File: config.mk
export PLATFORM = sky130hd
export DESIGN_NAME = mon_sense_seq
export DESIGN_NICKNAME = d
export VERILOG_FILES = /design/src/rtl/mon_sense_seq.sv
export SDC_FILE = /design/constraint.sdc
export NUM_CORES = 1
export LEC_CHECK = 0
export BUFFER_PORTS_ARGS = -buffer_cell sky130_fd_sc_hd__buf_2
export CAP_MARGIN = 15
export CORE_MARGIN = 10
export CORE_UTILIZATION = 50
export DETAILED_ROUTE_END_ITERATION = 8
export PLACE_DENSITY = 0.7
export SKIP_LAST_GASP = 1
export SLEW_MARGIN = 20
export SYNTH_ARGS = -nofsm -noshare
export SYNTH_HDL_FRONTEND = slang
export SYNTH_SLANG_ARGS = --single-unit
File: constraint.sdc
create_clock -name clk -period 2.5 [get_ports clk]
set_clock_uncertainty 0.1 [all_clocks]
set_input_delay 0.25 -clock clk [delete_from_list [all_inputs] [get_ports clk]]
set_output_delay 0.25 -clock clk [all_outputs]
set_load 0.03 [all_outputs]
File: src/rtl/mon_sense_seq.sv
module mon_sense_seq #(
  parameter int SHORT_SETTLE = 200,
  parameter int LONG_SETTLE  = 2000
) (
  input  logic       clk,
  input  logic       rst_n,
  input  logic       start,
  input  logic [2:0] line_in,
  output logic [2:0] drive_oe,
  output logic [2:0] drive_lvl,
  output logic       busy,
  output logic       done,
  output logic [8:0] code
);
  localparam int MAXD = (SHORT_SETTLE > LONG_SETTLE) ? SHORT_SETTLE : LONG_SETTLE;
  localparam int CW   = $clog2(MAXD + 1);
  localparam logic [CW-1:0] SHORT_M1 = CW'(SHORT_SETTLE - 1);
  localparam logic [CW-1:0] LONG_M1  = CW'(LONG_SETTLE - 1);

  typedef enum logic [2:0] {S_IDLE, S_HIGH, S_REL, S_LOA, S_LOB, S_LOC} state_t;

  state_t        state;
  logic [CW-1:0] cnt;
  logic [2:0]    sync1, sync2;
  logic [8:2]    acc;
  wire           last = (cnt == '0);

  assign busy      = (state != S_IDLE);
  assign drive_lvl = (state == S_HIGH) ? 3'b111 : 3'b000;
  assign drive_oe  = (state == S_HIGH) ? 3'b111 :
                     (state == S_LOA)  ? 3'b001 :
                     (state == S_LOB)  ? 3'b010 :
                     (state == S_LOC)  ? 3'b100 : 3'b000;

  always_ff @(posedge clk or negedge rst_n) begin
    if (!rst_n) begin
      state <= S_IDLE;
      cnt   <= '0;
      sync1 <= '0;
      sync2 <= '0;
      acc   <= '0;
      code  <= '0;
      done  <= 1'b0;
    end else begin
      sync1 <= line_in;
      sync2 <= sync1;
      done  <= 1'b0;
      if (state != S_IDLE && !last) cnt <= cnt - 1'b1;
      case (state)
        S_IDLE: if (start) begin
          state <= S_HIGH;
          cnt   <= SHORT_M1;
        end
        S_HIGH: if (last) begin
          state <= S_REL;
          cnt   <= LONG_M1;
        end
        S_REL: if (last) begin
          acc[8:6] <= sync2;
          state    <= S_LOA;
          cnt      <= LONG_M1;
        end
        S_LOA: if (last) begin
          acc[5:4] <= {sync2[2], sync2[1]};
          state    <= S_LOB;
          cnt      <= LONG_M1;
        end
        S_LOB: if (last) begin
          acc[3:2] <= {sync2[2], sync2[0]};
          state    <= S_LOC;
          cnt      <= LONG_M1;
        end
        S_LOC: if (last) begin
          code  <= {acc, sync2[1], sync2[0]};
          done  <= 1'b1;
          state <= S_IDLE;
        end
        default: state <= S_IDLE;
      endcase
    end
  end
endmodule


Yosys cells after proc, flatten, opt, wreduce, memory -nomap -nowiden:

Index checks and enable logic that the tools add are counted.

* flip-flop bits (word level): 37
* latch bits: 0
* RAM bits: 0
* memory bits (read-only): 0
* input bits: 6
* output and inout port bits: 17
* word-level logic and storage cells: 50
* memories kept: 0

* $add $sub $neg: 1
* $mul: 0
* div/mod/pow operators: 0
* $lt $le $gt $ge: 0
* eq/ne operators: 11
* shift operators: 0
* muxes and demuxes: 18
* bitwise logic cells: 0
* reduce and logical (&&, ||, !) cells: 11

Operator list (number)
* 2-to-1 mux 11 bit: 3
* 2-to-1 mux 3 bit: 11
* one-hot mux 11 bit (2 select lines): 1
* one-hot mux 3 bit (6 select lines): 1
* inequality test 2 bit (second input constant): 6
* logical NOT 11 bit: 1
* subtractor 11 x 1 -> 11 bit (second input constant): 1
* AND reduction 2 bit: 4
* equality test 3 x 2 -> 1 bit (second input constant): 2
* equality test 3 bit (second input constant): 2
* AND reduction 6 bit: 1
* OR reduction 4 bit: 1
* equality test 3 x 1 -> 1 bit (second input constant): 1
* logical NOT 3 bit: 1
* nonzero test 3 bit: 1
* 2-to-1 mux 1 bit: 2
* logical AND 1 bit: 1
* logical NOT 1 bit: 1

Logic depth before layout (Yosys ltp):

* word-level depth: 6
* gate-level depth with buffers: 7
* mapped depth without buffers: 6

Worst setup path before layout:

Ideal clock, no wire load.

* path type: register -> output
* from: reg state[1]
* to: out drive_lvl[1]
* arrival time: 2011 ps
* data required time: 2150 ps
* path slack: 139 ps
* stages on the path, launching flop included: 5
* buffers on the path: 2
* cells stage by stage: dfrtp_1 -> buf_2 -> nor2b_1 -> nor2b_1 -> buf_4

* word-level cells in the longest chain between the ends: 2

Ends and longest elaborated chain
* start: declaration: line 22 `state_t state;`
* start signal: assignment: line 37 `state <= S_IDLE;`
* start signal: assignment: line 51 `state <= S_HIGH;`
* start signal: assignment: line 55 `state <= S_REL;`
* equality test 3 x 1 -> 1 bit: line 29 `assign drive_lvl = (state == S_HIGH) ? 3'b111 : 3'b000;`
* 2-to-1 mux 3 bit: line 29
* end: declaration: line 10 `output logic [2:0] drive_lvl,`

Every way passes these cells.

Worst setup path after layout:

* from: reg state[0]
* to: out busy

* word-level cells in the longest chain between the ends: 1

Ends and longest elaborated chain
* nonzero test 3 bit: line 28 `assign busy = (state != S_IDLE);`
* end: declaration: line 11 `output logic busy,`

Every way passes these cells.

==> flow_metrics.tcl <==
set metrics [dict create \
    status "finished, final reports clean" \
    die_y_um 78.5 \
    synth_edf_count 0 \
    cts_tree "done" \
    ys_seq_area_share_pct 54.1 \
    port_buffers 22 \
    cp_top_family "buffers and inverters" \
    ios 23 \
    hold_class "register to register" \
    cts-buffers-inserted 5 \
    synth_top_cell_by_area "dfrtp_1" \
    cts_setup_buffers 0 \
    worstMarginPinSlew_ns 0.787 \
    met2_length_um 1500 \
    syn_to_final_growth_pct 16.1 \
    synth_top_family_by_area "simple AND/OR/NAND/NOR gates" \
    critPathMaxStageDelay_ns 0.52 \
    grt_pass1_wl_um 5450 \
    num_antenna_cells 0 \
    critPathBufInv 2 \
    rows 21 \
    crit_path_end_kind "primary output" \
    fillers 297 \
    first_pass_iters 4 \
    arrival_ns 1.97 \
    startpoint_type "register" \
    clk_pin_slew_ns 0.12 \
    synth_top_flop_cell "dfrtp_1" \
    synth_seq_cells 37 \
    root_buffer "clkbuf_4" \
    final_util_pct 60.0 \
    grt_max_degree 38 \
    whs_ns 0.260 \
    most-common-layout-cells "dfrtp_1, buf_2, mux2_2, nor2_1, nand3_1" \
    drive_above_1_share_pct 32.0 \
    place_hpwl_um 2380 \
    clkLatencyLatePin_ns 0.35 \
    core_mm2 0.00331 \
    drc 0 \
    viasPerCell 5.53 \
    dieWidth_um 78.5 \
    place_inst 206 \
    fin_tns_setup_ns 0 \
    grt_overflow_total 0 \
    synth-xor-area-share_pct 2.05 \
    track_usage_pct 10.8 \
    ys_types 42 \
    synthArstFlopShare_pct 100 \
    synthMuxAreaShare_pct 11.2 \
    finalHoldViolations 0 \
    htreeDepth 2 \
    yosysTopAreaCellShare_pct 54.1 \
    ys_warn_count 0 \
    layout_commonest_cell "dfrtp_1" \
    p_leak_nw 0.924 \
    route.final.wire_length_um 3200 \
    final_cells 218 \
    clock_sink_count 37 \
    multiInputGateArea_um2 731 \
    drv_cap 0 \
    path_class "register to primary output" \
    cp_cell_sequence "nor3_1 > clkinv_1 > buf_2" \
    initial_core_util_pct 51.7 \
    final_antenna_net_count 0 \
    synth_area_leaders "dfrtp_1, mux2_2, nor2_1" \
    antenna_found_initial 0 \
    final_nets 179 \
    synth_simple_gate_area_share_pct 19.4 \
    drv_slew 0 \
    worst_path_max_delay_cell "dfrtp_1" \
    cts_buffer_depth 2 \
    p_total_mw 1.43 \
    max_freq_mhz 432 \
    top_layer "met4" \
    slew_headroom_pct 47.6 \
    synth_area_per_cell_um2 12.0 \
    crit_fanout 13 \
    regArea_um2 926 \
    worst_ir_drop_vdd_uv 448 \
    power_density_mw_per_mm2 719 \
    place.gp.congestion 0.834 \
    die_area_mm2 0.00616 \
    cts_resized 0 \
    fin_crit_sh_pct 92.7 \
    synth_nets 151 \
    grt_pass1_vias 1158 \
    setup_viol 0 \
    syn-cell-area_mm2 0.00171 \
    rsz0062_at_grt "no" \
    cp.required_ns 2.15 \
    syn_inst 143 \
    dr_wl_met3_um 231 \
    first_iter_violations 77 \
    wl_per_cell_um 14.7 \
    synth-adder-area-share_pct 1.46 \
    fin_crit_ns 2.32 \
    num_vias 1206 \
    synth_compound_area_share_pct 8.63 \
    wl_met1_um 1420 \
]
==> Yosys cell counts, types with 2 or more instances <==
cell type,instances
nor2_1,11
o21ai_0,4
nand4_1,3
o211ai_1,5
buf_4,3
buf_2,2
nand3_1,8
o311ai_0,2
nor3b_1,2
xor2_1,3
nor3_1,3
mux2_2,17
inv_1,2
clkbuf_1,2
and3_1,2
ha_1,2
nor2b_1,4
or3_1,3
dfrtp_1,37
nand2_1,4
nand3b_1,3
==> what timing repair did <==
action,CTS,global route
endpoints found under the hold margin,40,0
hold buffers,4,0
endpoints found under the setup margin,0,0
==> power breakdown <==
group	leakage (nW)	switching [mW]	internal, mW	total (mW)
registers	0.469	0.0978	0.673	0.771
logic	0.410	0.114	0.111	0.225
clock network	0.0445	0.196	0.238	0.434
==> cell families (layout without fill, tap and decap cells) <==
logic type / after synthesis / after routing
simple gates: 52 / 52
compound gates: 20 / 20
buf+inv: 11 / 40
flops: 37 / 37
xor+xnor: 4 / 4
fa+ha+maj: 2 / 2
mux: 17 / 17
==> cell type report <==
class,instances,area share (%)
repair buffers,29,8.69
inverters,3,0.567
well taps,46,2.90
multi-input cells,95,36.8
clock inverters,2,1.89
clock buffers,6,2.58
flip-flops and latches,37,46.6
==> flip-flops by register name, indices dropped and copies added (netlist names) <==
| signal | count |
|---|---|
| acc | 7 |
| cnt | 11 |
| code | 9 |
| done | 1 |
| state | 3 |
| sync1 | 3 |
| sync2 | 3 |
==> metal layers <==
| layer | vias up | track usage [%] |
|---|---|---|
| li1 | 586 | - |
| met1 | 588 | 12.9 |
| met2 | 26 | 17.0 |
| met3 | 6 | 5.13 |
| met4 | 0 | 3.41 |
| met5 | - | 0 |
==> metrics by stage <==
| stage | setup WS (ns) | area [um2] |
|---|---|---|
| 2_1_floorplan | 0.139 | 1710 |
| 3_3_place_gp | 0.340 | 1860 |
| 3_5_place_dp | 0.248 | 1860 |
| 4_1_cts | 0.223 | 1990 |
| 5_1_grt | 0.0914 | 1990 |
| 6_report | 0.183 | 1990 |
==> path summary, 6_finish.rpt <==
path	startpoint	to	slack, ns	cells past startpoint
worst min-delay path	sync1[1]$_DFF_PN0_	sync2[1]$_DFF_PN0_	0.26	0
worst min register to register	sync1[1]$_DFF_PN0_	sync2[1]$_DFF_PN0_	0.26	0
min in group asynchronous	rst_n	state[1]$_DFFE_PN0P_	0.41	2
worst max register to register	cnt[0]$_DFF_PN0_	acc[5]$_DFFE_PN0P_	0.24	6
worst max-delay path	state[0]$_DFFE_PN0P_	busy	0.18	3
max in group asynchronous	rst_n	cnt[2]$_DFF_PN0_	1.39	2
Note: power is estimated with default switching activity, not from simulation.
